**config.mk**
```make
export PLATFORM = sky130hd
export DESIGN_NAME = serial_level_bank
export DESIGN_NICKNAME = d
export VERILOG_FILES = /design/src/rtl/crb_pkg.sv /design/src/rtl/crb_edge_sync.sv /design/src/rtl/crb_shifter.sv /design/src/rtl/crb_bank.sv /design/src/rtl/serial_level_bank.sv
export SDC_FILE = /design/constraint.sdc
export NUM_CORES = 1
export LEC_CHECK = 0
export ABC_AREA = 1
export BUFFER_PORTS_ARGS = -buffer_cell sky130_fd_sc_hd__buf_2
export CORE_AREA = 2 2 89 91
export DETAILED_ROUTE_END_ITERATION = 12
export DIE_AREA = 0 0 91 93
export PLACE_DENSITY = 0.82
export SETUP_SLACK_MARGIN = 0.15
export SKIP_LAST_GASP = 1
export SYNTH_ARGS = -nofsm -noshare
export SYNTH_HDL_FRONTEND = slang
export SYNTH_SLANG_ARGS = --single-unit
export TNS_END_PERCENT = 1
```
**constraint.sdc**
```tcl
create_clock -name clk -period 5.6 [get_ports clk]
set_input_delay 1.12 -clock clk [delete_from_list [all_inputs] [get_ports clk]]
set_output_delay 1.12 -clock clk [all_outputs]
set_load 0.005 [all_outputs]
```
**src/rtl/crb_pkg.sv**
```systemverilog
// Package: frame layout shared by the serial level bank.
// Assumes a fixed 16-bit word; the field order is decoded by hardware.
package crb_pkg;
    localparam int FRAME_W = 16;
    localparam int LEVEL_W = 10;
    localparam int SEL_W   = 3;

    typedef struct packed {
        logic               test;    // must be 0 for a valid word
        logic               osc;     // 0 internal, 1 external
        logic               sel_dc;  // unused address bit
        logic [SEL_W-1:0]   sel;     // channel number
        logic [LEVEL_W-1:0] level;   // value to store
    } frame_t;
endpackage

```
**src/rtl/crb_edge_sync.sv**
```systemverilog
// Synchronizes one asynchronous pin into clk and flags its edges.
// Assumes STAGES >= 2 and pin phases longer than STAGES+1 clocks.
module crb_edge_sync #(
    parameter int   STAGES  = 2,
    parameter logic RST_VAL = 1'b0
) (
    input  logic clk,
    input  logic rst_n,
    input  logic pin,
    output logic level,
    output logic rise,
    output logic fall
);
    logic [STAGES-1:0] chain_q;
    logic              last_q;

    // Purpose: metastability chain plus one-cycle history for edge detect.
    always_ff @(posedge clk) begin
        if (!rst_n) begin
            chain_q <= {STAGES{RST_VAL}};
            last_q  <= RST_VAL;
        end else begin
            chain_q <= {chain_q[STAGES-2:0], pin};
            last_q  <= chain_q[STAGES-1];
        end
    end

    assign level = chain_q[STAGES-1];
    assign rise  = level & ~last_q;
    assign fall  = ~level & last_q;

    // a detected rise is a one-cycle pulse.
    assert_rise_pulse_R1: assert property (@(posedge clk) disable iff (!rst_n)
        rise |=> !rise);
endmodule

```
**src/rtl/crb_shifter.sv**
```systemverilog
// Capture shift register with saturating bit count and a delayed
// serial output that is updated on qualified falling clock edges.
// Assumes shift and drive never occur in the same cycle.
module crb_shifter #(
    parameter int FRAME_W = 16
) (
    input  logic               clk,
    input  logic               rst_n,
    input  logic               clear,
    input  logic               shift,
    input  logic               drive,
    input  logic               sdi,
    output logic [FRAME_W-1:0] word,
    output logic               full,
    output logic               sdo
);
    localparam int CNT_W = $clog2(FRAME_W + 1);
    localparam logic [CNT_W-1:0] CNT_MAX = CNT_W'(FRAME_W);

    logic [FRAME_W-1:0] word_q;
    logic [CNT_W-1:0]   cnt_q;
    logic               sdo_q;

    // Purpose: count received bits, restarting at each frame start.
    always_ff @(posedge clk) begin
        if (!rst_n)                       cnt_q <= '0;
        else if (clear)                   cnt_q <= '0;
        else if (shift && cnt_q != CNT_MAX) cnt_q <= cnt_q + 1'b1;
    end

    // Purpose: shift the input bit in at the bottom, oldest bit at the top.
    always_ff @(posedge clk) begin
        if (!rst_n)     word_q <= '0;
        else if (shift) word_q <= {word_q[FRAME_W-2:0], sdi};
    end

    // Purpose: present the top bit on the chain output at clock falls.
    always_ff @(posedge clk) begin
        if (!rst_n)     sdo_q <= 1'b0;
        else if (drive) sdo_q <= word_q[FRAME_W-1];
    end

    assign word = word_q;
    assign full = (cnt_q == CNT_MAX);
    assign sdo  = sdo_q;

    assert_count_cap_R4: assert property (@(posedge clk) disable iff (!rst_n)
        cnt_q <= CNT_MAX);
    assert_hold_idle_R3: assert property (@(posedge clk) disable iff (!rst_n)
        !shift |=> $stable(word_q));
    assert_shift_in_R1: assert property (@(posedge clk) disable iff (!rst_n)
        shift |=> word_q[0] == $past(sdi));
    assert_sdo_on_fall_R8: assert property (@(posedge clk) disable iff (!rst_n)
        !drive |=> $stable(sdo_q));
endmodule

```
**src/rtl/crb_bank.sv**
```systemverilog
// Bank of NUM_CH level registers with a single write port.
// Assumes at most one write per cycle; out-of-range channels are dropped.
module crb_bank #(
    parameter int NUM_CH  = 8,
    parameter int LEVEL_W = 10,
    parameter int SEL_W   = 3
) (
    input  logic                      clk,
    input  logic                      rst_n,
    input  logic                      wr_en,
    input  logic [SEL_W-1:0]          wr_sel,
    input  logic [LEVEL_W-1:0]        wr_level,
    output logic [NUM_CH*LEVEL_W-1:0] levels
);
    logic [LEVEL_W-1:0] level_q [NUM_CH];

    for (genvar i = 0; i < NUM_CH; i++) begin : g_ch
        // Purpose: load channel i when it is the write target.
        always_ff @(posedge clk) begin
            if (!rst_n)
                level_q[i] <= '0;
            else if (wr_en && wr_sel == SEL_W'(i))
                level_q[i] <= wr_level;
        end
        assign levels[i*LEVEL_W +: LEVEL_W] = level_q[i];
    end

    assert_write_lands_R2: assert property (@(posedge clk) disable iff (!rst_n)
        (wr_en && int'(wr_sel) < NUM_CH) |=>
            levels[int'($past(wr_sel))*LEVEL_W +: LEVEL_W] == $past(wr_level));
    assert_hold_no_write_R10: assert property (@(posedge clk) disable iff (!rst_n)
        !wr_en |=> $stable(levels));
endmodule

```
**src/rtl/serial_level_bank.sv**
```systemverilog
// Three-wire serial slave that programs eight level registers and a
// clock-source select. The serial pins are sampled in the clk domain.
// Assumes the serial clock is low before enable falls.
module serial_level_bank #(
    parameter int NUM_CH      = 8,
    parameter int SYNC_STAGES = 2
) (
    input  logic                                clk,
    input  logic                                rst_n,
    input  logic                                ser_clk,
    input  logic                                ser_en_n,
    input  logic                                ser_din,
    output logic                                ser_dout,
    output logic                                osc_ext,
    output logic [NUM_CH*crb_pkg::LEVEL_W-1:0]  levels
);
    import crb_pkg::*;

    logic sclk_lvl, sclk_rise, sclk_fall;
    logic en_lvl, en_rise, en_fall;
    logic din_lvl, din_rise_u, din_fall_u;
    logic [FRAME_W-1:0] word_bits;
    logic   full;
    frame_t frame;
    logic   commit;
    logic   osc_q;

    crb_edge_sync #(.STAGES(SYNC_STAGES), .RST_VAL(1'b0)) u_sclk (
        .clk(clk), .rst_n(rst_n), .pin(ser_clk),
        .level(sclk_lvl), .rise(sclk_rise), .fall(sclk_fall));

    crb_edge_sync #(.STAGES(SYNC_STAGES), .RST_VAL(1'b1)) u_en (
        .clk(clk), .rst_n(rst_n), .pin(ser_en_n),
        .level(en_lvl), .rise(en_rise), .fall(en_fall));

    crb_edge_sync #(.STAGES(SYNC_STAGES), .RST_VAL(1'b0)) u_din (
        .clk(clk), .rst_n(rst_n), .pin(ser_din),
        .level(din_lvl), .rise(din_rise_u), .fall(din_fall_u));

    crb_shifter #(.FRAME_W(FRAME_W)) u_shift (
        .clk(clk), .rst_n(rst_n),
        .clear(en_fall),
        .shift(sclk_rise & ~en_lvl),
        .drive(sclk_fall & ~en_lvl),
        .sdi(din_lvl),
        .word(word_bits), .full(full), .sdo(ser_dout));

    assign frame  = frame_t'(word_bits);
    assign commit = en_rise & full & ~frame.test;

    // Purpose: store the clock-source select from each valid word.
    always_ff @(posedge clk) begin
        if (!rst_n)      osc_q <= 1'b0;
        else if (commit) osc_q <= frame.osc;
    end
    assign osc_ext = osc_q;

    crb_bank #(.NUM_CH(NUM_CH), .LEVEL_W(LEVEL_W), .SEL_W(SEL_W)) u_bank (
        .clk(clk), .rst_n(rst_n),
        .wr_en(commit), .wr_sel(frame.sel), .wr_level(frame.level),
        .levels(levels));

    assert_short_frame_R4: assert property (@(posedge clk) disable iff (!rst_n)
        (en_rise && !full) |=> ($stable(levels) && $stable(osc_q)));
    assert_test_bit_R5: assert property (@(posedge clk) disable iff (!rst_n)
        (en_rise && frame.test) |=> ($stable(levels) && $stable(osc_q)));
    assert_osc_load_R7: assert property (@(posedge clk) disable iff (!rst_n)
        commit |=> osc_q == $past(frame.osc));
endmodule

```
==> Yosys cells after proc, flatten, opt, wreduce, memory -nomap -nowiden <==
Memories as Yosys holds them, arrays and structs flattened.
Index checks and enable logic that the tools add are counted.
{ "word_totals": {"ff_bits": 31, "latchBits": 0, "ram_bits": 80, "mem_bits_ro": 0, "mem_count": 1} }
{ "memory_table": {"columns": ["memory", "depth", "width", "read_ports", "rd_ports_with_merged_regs", "wr", "line", "source"], "rows": [
  ["u_bank.level_q", 8, 10, 8, 0, 8, "crb_bank.sv:15", "logic [LEVEL_W-1:0] level_q [NUM_CH];"]
]} }
{ "classes": {"addsub": 1, "n_mul": 0, "n_div": 0, "n_lt_le_gt_ge": 0, "n_eq_ne": 9, "shift": 0, "mux": 33, "bitwise": 22, "reduce_logical": 11} }
{ "ops": {"columns": ["operator", "count"], "rows": [
  ["$mux 10", 8],
  ["$mux 1", 25],
  ["$eq 3x3->1 const B", 4],
  ["$logic_and 1x1->1", 9],
  ["$and 1x1->1", 8],
  ["$or 1x1->1", 8],
  ["$eq 3x2->1 const B", 2],
  ["$not 1->1", 6],
  ["$add 5x1->5 const B", 1],
  ["$eq 5x5->1 const B", 1],
  ["$ne 5x5->1 const B", 1],
  ["$eq 3x1->1 const B", 1],
  ["$logic_not 3->1", 1],
  ["$reduce_or 2->1", 1]
]} }

==> Logic depth before layout (Yosys ltp) <==
Gate-level depths: netlist of run 1.
{ "logic_depth": {"ltp_word": 9, "ltp_mapped": 9, "mapped_depth_nobuf": 8} }

==> By module <==
A second synthesis of run 1 with hierarchy kept.
{ "hier_totals": {"hier_cells": 373, "hier_area_um2": 4264.1} }
{ "by_module_without_submodules": {"columns": ["mod", "n_inst", "cells_per_inst", "area_each_um2"], "rows": [
  ["crb_bank", 1, 206, 3039.2],
  ["crb_shifter", 1, 116, 859.6],
  ["crb_edge_sync (u_din ...)", 2, 13, 100.1],
  ["crb_edge_sync (u_en)", 1, 12, 93.8],
  ["serial_level_bank", 1, 13, 71.3]
]} }

==> Least setup slack after synthesis of run 1 <==
No wires, ideal clock.
{ "synth_timing": {"path_kind": "input to register", "start": "in rst_n", "end": "mem u_bank.level_q[1][0] (netlist: u_bank.level_q[0][10]), enable pin", "setup_ns": 0.386, "arrival_time_ns": 1.893, "required_time_ns": 5.214, "slack_ns": 3.321, "path_stages": 3, "n_path_buf": 2, "path_cell_list": "buf_4 -> clkbuf_2 -> o21ai_0"} }
{ "synth_rtl": {"columns": ["element", "line", "source"], "rows": [
  ["start: declaration", "serial_level_bank.sv:9", "input logic rst_n,"],
  ["end: declaration", "crb_bank.sv:15", null]
]} }

==> results of run 1 <==
==> path summary, 6_finish.rpt <==
path | from | endpoint | slack [ns] | depth (start not counted)
worst max-delay path | rst_n | u_bank.level_q[0][18] | 3.07 | 2
worst min-delay path | u_din.chain_q[0] | u_din.chain_q[1] | 0.42 | 2
worst max register to register | u_shift.cnt_q[0] | u_bank.level_q[1][26] | 3.08 | 8
worst min register to register | u_din.chain_q[0] | u_din.chain_q[1] | 0.42 | 2
==> power breakdown <==
group          switching, uW  total (uW)  internal, uW
logic                   34.8        53.0          18.1
clock network            275         449           175
registers               7.83         908           900
total                    317        1410          1090
==> per-layer routing <==
layer | vias up | GRT usage, % | wire length (microns)
met5 | - | 0 | 0
met2 | 143 | 32.2 | 3940
met1 | 1272 | 24.1 | 3150
met4 | 0 | 8.84 | 133
met3 | 14 | 4.59 | 643
li1 | 1346 | - | -
==> through the flow <==
step,instances,utilization (%)
after floorplan,349,-
after global placement,527,62.3
after detailed placement,527,62.3
after CTS,543,64.8
after global routing,543,64.8
final,543,64.8
==> state kept, by name (all words and copies together), names as in the netlist <==
signal and flops:
u_shift.sdo 1, u_bank.level_q 80, osc_ext 1, u_sclk.chain_q 2, u_sclk.last_q 1, u_shift.word 16
u_en.chain_q 2, u_en.last_q 1, u_din.chain_q 2, u_shift.cnt_q 5
==> cell families (layout without fill, tap and decap cells) <==
group / count (synthesis) / count (layout)
adder cells (fa/ha/maj): 2 / 2
AND/OR/NAND/NOR: 142 / 142
AO/OA/AOI/OAI: 49 / 49
flip-flops: 111 / 111
buffers and inverters: 45 / 137
==> layout make-up <==
cell class	count	area (sq um)
sequential	111	3020
timing repair buffer	86	430
fill	576	2650
multi-input combinational	193	975
clock inverter	6	60.1
tap	102	128
inverter	35	131
clock buffer	10	128
==> layout by cell type (no fill, tap or decap), drive strengths merged <==
cell	netlist	layout
nand3	5	5
clkinv	11	13
dfxtp	31	31
clkbuf	4	10
nand4	10	10
inv	24	28
edfxtp	80	80
nor2	93	93
or2	2	2
buf	6	86
o21ai	27	27
ha	2	2
nor3	1	1
a21oi	22	22
nand2	31	31
==> worst register-to-register path: stages (launching register included) <==
cell      delay (ns)
dfxtp_1         0.36
inv_1           0.09
ha_1            0.14
nand2_1         0.07
clkinv_1        0.06
nand2_2         0.09
nor2_4          0.43
nand2_1         0.21
o21ai_1         0.72
==> flow_metrics.py, run 1 <==
metrics = {
    "status": {
        "status": "complete, no violations",
    },
    "placed_design": {
        "pre_cts_slack_ns": 2.67,
        "place_congestion": 0.819,
        "port_buffers": 86,
        "dpl-instance-area_sq_um": 4690,
        "hpwl_microns": 5390,
    },
    "yosys": {
        "synth_top_area_cell": "edfxtp_1",
        "synthTopCellsByCount": "nor2_1, edfxtp_1, dfxtp_1, nand2_1",
        "synth.area.mux_share_pct": 0,
        "synthFlopType": "edfxtp_1",
        "synthesis.nets": 356,
        "synth_xor_area_share_pct": 0,
        "synth_compound_area_share_pct": 5.84,
        "synth_area_leaders": "edfxtp_1, dfxtp_1, nor2_1",
        "ys_seq_area_share_pct": 72.0,
        "synthAdderAreaFrac_pct": 0.596,
        "yosysMostFrequentCell": "nor2_1",
        "synthSimpleGateAreaFrac_pct": 16.8,
        "async_reset_ff_share_pct": 0,
        "synthCells": 349,
        "synth_edf_count": 80,
        "synth.distinct_cells": 26,
        "synth_area_per_cell_sq_um": 12.0,
        "syn_area_sq_um": 4200,
        "synth_top_area_share_pct": 57.2,
        "synth_top_family_by_area": "simple AND/OR/NAND/NOR gates",
        "synth_warnings": 0,
        "ys_ff_latch": 111,
    },
    "detailed_routing": {
        "wl_per_cell_microns": 14.5,
        "drtPass1Iterations": 5,
        "num_vias": 2775,
        "viasPerCell": 5.11,
        "drt_iter0_markers": 169,
        "remaining_drc_errors": 0,
        "drt_wl_total_microns": 7860,
        "postRouteAntennaNets": 0,
    },
    "clocking": {
        "cts-hold-fix-buffers": 0,
        "clock_path_buffers": 2,
        "ctsResizeCount": 0,
        "clkTransAtPathRegs_ns": 0.10,
        "numClockSinks": 111,
        "cts_root_buf": "clkbuf_8",
        "insertion_delay_ns": 0.37,
        "cts_tree": "done",
        "htreeDepth": 3,
        "cts_setup_buffers": 0,
        "cts_made_buffers": 9,
    },
    "critical_path": {
        "crit_path_end_kind": "register",
        "worstSetupPathType": "input port to register",
        "cp_top_family": "compound AO/OA/AOI/OAI gates",
        "max_stage_delay_ns": 0.70,
        "startpoint_type": "input port",
        "worst-path-buf-inv": 1,
        "cp_cell_sequence": "buf_2 -> o21ai_0",
        "cp_max_fo": 41,
        "cp.arrival_ns": 2.46,
        "critPathSlowestCell": "o21ai_0",
        "cp.required_ns": 5.53,
    },
    "timing": {
        "setup_violations": 0,
        "slew_violations": 0,
        "slew_headroom_pct": 15.0,
        "setup_tns_ns": 0,
        "hold_viol": 0,
        "hold_ws_ns": 0.420,
        "fin_ws_ns": 3.07,
        "finalCritPeriodShare_pct": 45.1,
        "fin_skew_ns": 0.0106,
        "clock.fmax_ghz": 0.396,
        "fin_crit_ns": 2.53,
        "tightest_slew_ns": 1.26,
        "rsz0062_at_grt": "false",
    },
    "floorplanning": {
        "die_h_microns": 93,
        "die_area_sq_um": 8460,
        "io_pins": 87,
        "start_util_pct": 55.8,
        "rows": 32,
        "coreArea_sq_um": 7530,
        "chipWidth_microns": 91,
    },
    "pwr": {
        "p_total_uw": 1410,
        "ir_drop_mv": 0.142,
        "power.density_nw_per_um2": 289,
        "leakagePower_uw": 0.00190,
    },
    "global_routing": {
        "gr-total-overflow": 0,
        "grt_max_degree": 42,
        "antenna_found_initial": 0,
        "grtUsageTotal_pct": 19.3,
        "grt_pass1_vias": 2577,
        "grt_first_pass_wirelength_microns": 12400,
    },
    "final_layout": {
        "diodes": 0,
        "drive_above_1_share_pct": 26.8,
        "fin_area_sq_um": 4870,
        "nets": 443,
        "area_delta_synth_final_pct": 16.1,
    },
    "run": {
        "drv_cap": 0,
    },
    "min_path": {
        "hold_class": "register to register",
    },
}
Note: power is estimated with default switching activity, not from simulation.
==> run 2, diff against run 1 <==
--- a/config.mk
+++ b/config.mk
@@ -7,10 +7,10 @@
 export LEC_CHECK = 0
 export ABC_AREA = 1
 export BUFFER_PORTS_ARGS = -buffer_cell sky130_fd_sc_hd__buf_2
-export CORE_AREA = 2 2 89 91
+export CORE_AREA = 2 2 96 98
 export DETAILED_ROUTE_END_ITERATION = 12
-export DIE_AREA = 0 0 91 93
-export PLACE_DENSITY = 0.82
+export DIE_AREA = 0 0 98 100
+export PLACE_DENSITY = 0.74
 export SETUP_SLACK_MARGIN = 0.15
 export SKIP_LAST_GASP = 1
 export SYNTH_ARGS = -nofsm -noshare
==> constraint.sdc (replaced) <==
create_clock -name clk -period 2.2 [get_ports clk]
set_input_delay 0.44 -clock clk [delete_from_list [all_inputs] [get_ports clk]]
set_output_delay 0.44 -clock clk [all_outputs]
set_load 0.005 [all_outputs]
==> run 2 against run 1 <==
Net effect: worst hold slack got worse by 0.17 ns; via count fell by 0.14%; setup slack worse by 2.7 ns; register-to-register slack worse by 2.7 ns; combinational power rose to 2.8 times the previous value; sequential power rose to 2.5 times the previous value.
==> flow_metrics.py, run 2 (synthesis results as in run 1) <==
metrics = {
    "clocking": {
        "numClockSinks": 111,
        "clkTransAtPathRegs_ns": 0.10,
        "clock_path_buffers": 2,
        "htreeDepth": 3,
        "cts_made_buffers": 9,
        "ctsResizeCount": 0,
        "cts_root_buf": "clkbuf_8",
        "cts_tree": "done",
        "insertion_delay_ns": 0.38,
        "cts_setup_buffers": 0,
        "cts-hold-fix-buffers": 0,
    },
    "placed_design": {
        "place_congestion": 0.798,
        "port_buffers": 86,
        "hpwl_microns": 5880,
        "dpl-instance-area_sq_um": 4800,
    },
    "critical_path": {
        "startpoint_type": "register",
        "cpMostUsedCell": "nand2_1",
        "critPathSlowestCell": "dfxtp_1",
        "cp_cell_sequence": "inv_1 -> ha_1 -> nand2_1 -> clkinv_1 -> nand2_2 -> nor2_4 -> nand2_1 -> o21ai_1 -> buf_4",
        "max_stage_delay_ns": 0.36,
        "cp.required_ns": 2.29,
        "cp.arrival_ns": 1.89,
        "cp_max_fo": 10,
        "crit_path_end_kind": "register",
        "worst-path-buf-inv": 3,
        "r2r_slack_ns": 0.39,
        "cp_top_family": "simple AND/OR/NAND/NOR gates",
        "worstSetupPathType": "register to register",
    },
    "floorplanning": {
        "chipWidth_microns": 98,
        "start_util_pct": 47.2,
        "die_h_microns": 100,
        "rows": 35,
        "coreArea_sq_um": 8890,
        "io_pins": 87,
        "die_area_sq_um": 9800,
    },
    "global_routing": {
        "antenna_found_initial": 0,
        "grt_max_degree": 30,
        "grt_pass1_vias": 2672,
        "grt_first_pass_wirelength_microns": 13600,
        "gr-total-overflow": 0,
        "grtUsageTotal_pct": 17.9,
    },
    "final_layout": {
        "largest_register_ffs": 80,
        "final_common_cell": "nor2_1",
        "fin_util_pct": 56.1,
        "drive_above_1_share_pct": 29.1,
        "nets": 456,
        "area_delta_synth_final_pct": 18.8,
        "most-common-layout-cells": "nor2_1, buf_2, edfxtp_1",
        "fillers": 760,
        "fin_area_sq_um": 4990,
        "diodes": 0,
        "top_register": "u_bank.level_q",
    },
    "timing": {
        "tightest_slew_ns": 0.492,
        "fin_crit_ns": 1.81,
        "clock.fmax_ghz": 0.553,
        "fin_skew_ns": 0.0142,
        "finalCritPeriodShare_pct": 82.2,
        "hold_viol": 0,
        "slew_headroom_pct": 67.1,
        "setup_tns_ns": 0,
        "slew_violations": 0,
        "setup_violations": 0,
        "rsz0062_at_grt": "false",
    },
    "detailed_routing": {
        "postRouteAntennaNets": 0,
        "drtPass1Iterations": 5,
        "viasPerCell": 4.90,
        "wl_per_cell_microns": 14.9,
        "remaining_drc_errors": 0,
        "num_vias": 2771,
        "drt_iter0_markers": 159,
        "drt_wl_total_microns": 8420,
    },
    "pwr": {
        "leakagePower_uw": 0.00197,
        "ir_drop_mv": 0.294,
        "power.density_nw_per_um2": 731,
    },
    "status": {
        "status": "complete, no violations",
    },
    "run": {
        "drv_cap": 0,
    },
    "min_path": {
        "hold_class": "input port to register",
    },
}
run 2: changes by cell type in the layout (fill, tap and decap cells not counted), sizes merged:
cell | before | now
clkbuf | 10 | 9
buf | 86 | 99
inv | 28 | 29
run 2: metrics by stage:
stage	cells	total power (uW)	hold slack, ns	worst slack [ns]
floorplan	349	2420	0.390	0.233
global placement	549	2500	0.394	0.454
detailed placement	549	2510	0.401	0.390
CTS	565	3680	0.228	0.376
global route	565	3780	0.245	0.227
finish	565	3650	0.246	0.393
run 2: final cells by class:
cell class | instances | area, sq um | share of cell area (%)
clock inverters | 7 | 70.1 | 1.40
multi-input cells | 193 | 975 | 19.5
inverters | 35 | 131 | 2.63
flip-flops and latches | 111 | 3020 | 60.6
repair buffers | 99 | 528 | 10.6
clock buffers | 9 | 124 | 2.48
well taps | 111 | 139 | 2.78
run 2: routing by layer:
layer  vias to the layer above  GRT usage (%)  routed length [microns]
met4                         0           6.73                      142
met5                         -              0                        0
met1                      1294           23.7                     3580
li1                       1373              -                        -
met2                        96           29.0                     4190
met3                         8           4.25                      507
run 2: path summary, 6_finish.rpt:
path                         start              endpoint  depth (start not counted)
setup reg to reg  u_shift.cnt_q[0]  u_bank.level_q[1][4]                          9
hold / removal             ser_clk     u_sclk.chain_q[0]                          3
hold reg to reg    u_en.chain_q[0]       u_en.chain_q[1]                          1
setup / recovery  u_shift.cnt_q[0]  u_bank.level_q[1][4]                          9
run 2: power breakdown:
part           internal (uW)  total [uW]  switching, uW
combinational           57.9         150           92.0
clock                    448        1180            736
sequential              2290        2310           21.4
run 2: worst min-delay path, stage by stage:
cell and delay, ns:
buf_2 0.07, nand2_1 0.04, inv_1 0.04
==> run 3, diff against run 2 <==
--- a/config.mk
+++ b/config.mk
@@ -7,10 +7,10 @@
 export LEC_CHECK = 0
 export ABC_AREA = 1
 export BUFFER_PORTS_ARGS = -buffer_cell sky130_fd_sc_hd__buf_2
-export CORE_AREA = 2 2 96 98
+export CORE_AREA = 2 2 92 94
 export DETAILED_ROUTE_END_ITERATION = 12
-export DIE_AREA = 0 0 98 100
-export PLACE_DENSITY = 0.74
+export DIE_AREA = 0 0 94 96
+export PLACE_DENSITY = 0.77
 export SETUP_SLACK_MARGIN = 0.15
 export SKIP_LAST_GASP = 1
 export SYNTH_ARGS = -nofsm -noshare
==> constraint.sdc (replaced) <==
create_clock -name clk -period 1.8 [get_ports clk]
set_input_delay 0.36 -clock clk [delete_from_list [all_inputs] [get_ports clk]]
set_output_delay 0.36 -clock clk [all_outputs]
set_load 0.005 [all_outputs]
==> run 3 against run 2 <==
Net effect: first-iteration DRC count shrank 1.3%; routed wire length rose by 0.94%; global-route usage rose by 1.1 points; sequential share of layout area shrank 2.8 points; final cell count is 0.35% higher; largest cell class unchanged; highest routed layer unchanged.
==> flow_metrics.py, run 3 (synthesis results as in run 1) <==
metrics = {
    "final_layout": {
        "fin_area_sq_um": 5230,
        "top_register": "u_bank.level_q",
        "largest_register_ffs": 80,
        "most-common-layout-cells": "nor2_1, buf_2, edfxtp_1",
        "area_delta_synth_final_pct": 24.5,
        "nets": 464,
        "diodes": 0,
        "drive_above_1_share_pct": 32.0,
        "final_common_cell": "nor2_1",
        "final_cells": 567,
    },
    "timing": {
        "finalCritPeriodShare_pct": 93.8,
        "fin_crit_ns": 1.69,
        "hold_viol": 0,
        "fin_skew_ns": 0.0161,
        "slew_violations": 0,
        "rsz0062_at_grt": "true",
        "hold_ws_ns": 0.157,
        "setup_violations": 0,
        "slew_headroom_pct": 70.9,
        "tightest_slew_ns": 0.434,
        "clock.fmax_ghz": 0.593,
        "fin_ws_ns": 0.112,
    },
    "critical_path": {
        "worstSetupPathType": "register to register",
        "startpoint_type": "register",
        "cp.required_ns": 1.90,
        "cp_cell_sequence": "inv_1 -> ha_1 -> nand2_1 -> clkinv_1 -> nand2_2 -> nor2_4 -> nand2_4 -> o21ai_4 -> buf_12",
        "crit_path_end_kind": "register",
        "max_stage_delay_ns": 0.33,
        "cp.arrival_ns": 1.79,
        "cp_max_fo": 10,
        "critPathSlowestCell": "dfxtp_1",
    },
    "clocking": {
        "insertion_delay_ns": 0.38,
        "cts_tree": "done",
        "cts_root_buf": "clkbuf_8",
        "cts_made_buffers": 9,
        "numClockSinks": 111,
        "clock_path_buffers": 2,
        "clkTransAtPathRegs_ns": 0.11,
        "htreeDepth": 3,
        "cts-hold-fix-buffers": 0,
    },
    "detailed_routing": {
        "num_vias": 2862,
        "drt_iter0_markers": 157,
        "wl_per_cell_microns": 15.0,
        "postRouteAntennaNets": 0,
        "drt_wl_total_microns": 8500,
        "drtPass1Iterations": 4,
        "remaining_drc_errors": 0,
        "viasPerCell": 5.05,
    },
    "pwr": {
        "power.switching_uw": 1070,
        "pwr-share-seq_pct": 62.3,
        "p_total_uw": 4530,
        "netSwitchingFraction_pct": 23.6,
        "comb_power_share_pct": 4.9,
        "internal_power_uw": 3460,
        "leakagePower_uw": 0.00206,
        "power.density_nw_per_um2": 866,
        "ir_drop_mv": 0.398,
        "p_clk_share_pct": 32.7,
    },
    "floorplanning": {
        "die_h_microns": 96,
        "rows": 33,
        "die_area_sq_um": 9020,
        "chipWidth_microns": 94,
        "start_util_pct": 52.2,
        "io_pins": 87,
        "coreArea_sq_um": 8050,
    },
    "global_routing": {
        "grt_pass1_vias": 2615,
        "gr-total-overflow": 0,
        "grt_first_pass_wirelength_microns": 12700,
        "grtUsageTotal_pct": 19.0,
        "grt_max_degree": 30,
        "antenna_found_initial": 0,
    },
    "min_path": {
        "hold_class": "input port to register",
    },
    "placed_design": {
        "placed_cells": 544,
        "hpwl_microns": 5660,
        "place_congestion": 0.855,
        "port_buffers": 86,
        "dpl-instance-area_sq_um": 4890,
        "pre_cts_slack_ns": 0.116,
    },
    "run": {
        "drv_cap": 0,
    },
    "status": {
        "status": "complete, no violations",
    },
}
## run 3: final cells by class
cell class	count	area, sq um
Clock buffer	9	124
Timing Repair Buffer	106	659
Multi-Input combinational cell	194	1080
Fill cell	605	2820
Tap cell	105	131
Clock inverter	7	77.6
Sequential cell	111	3020
Inverter	35	131
## run 3: power groups by stage
stage	Sequential [uW]	Combinational, uW	Clock (uW)
2_1_floorplan	2890	84.3	0
3_5_place_dp	2880	193	0
4_1_cts	2820	200	1510
5_1_grt	2830	244	1600
6_report	2820	224	1480
3_3_place_gp	2880	188	0
## run 3: timing repair
item,CTS,global route
setup endpoints to repair,61,140
cloned,0,1
gates resized for setup,0,3
pin swaps,3,5
buffers inserted,2,4
## run 3: worst max-delay path: cells and delay by family (launching register included)
kind | cells | cell delay [ns]
flip-flops | 1 | 0.33
adder cells (fa/ha/maj) | 1 | 0.14
AND/OR/NAND/NOR | 4 | 0.48
buffers and inverters | 3 | 0.28
AO/OA/AOI/OAI | 1 | 0.20
## run 3: layer usage
metal | GRT usage [%] | part of all wire [%] | vias up
met3 | 3.76 | 6.1 | 16
met4 | 7.61 | 2.1 | 0
met5 | 0 | 0 | -
met2 | 32.8 | 51 | 112
met1 | 23.6 | 41 | 1336
li1 | - | - | 1398
## run 3: final timing paths
kind                            depth (start not counted)                     to              from  slack [ns]
worst min register to register                          2       u_din.chain_q[1]  u_din.chain_q[0]        0.42
worst max register to register                          9  u_bank.level_q[1][38]  u_shift.cnt_q[0]        0.11
worst max-delay path                                    9  u_bank.level_q[1][38]  u_shift.cnt_q[0]        0.11
worst min-delay path                                    3      u_sclk.chain_q[0]           ser_clk        0.16
## run 3: per-stage QoR
stage / util, % / setup TNS (ns)
after floorplan: - / 0
after global placement: 60.7 / 0
after detailed placement: 60.7 / 0
after CTS: 63.6 / 0
after global routing: 64.9 / -0.0290
final: 64.9 / 0
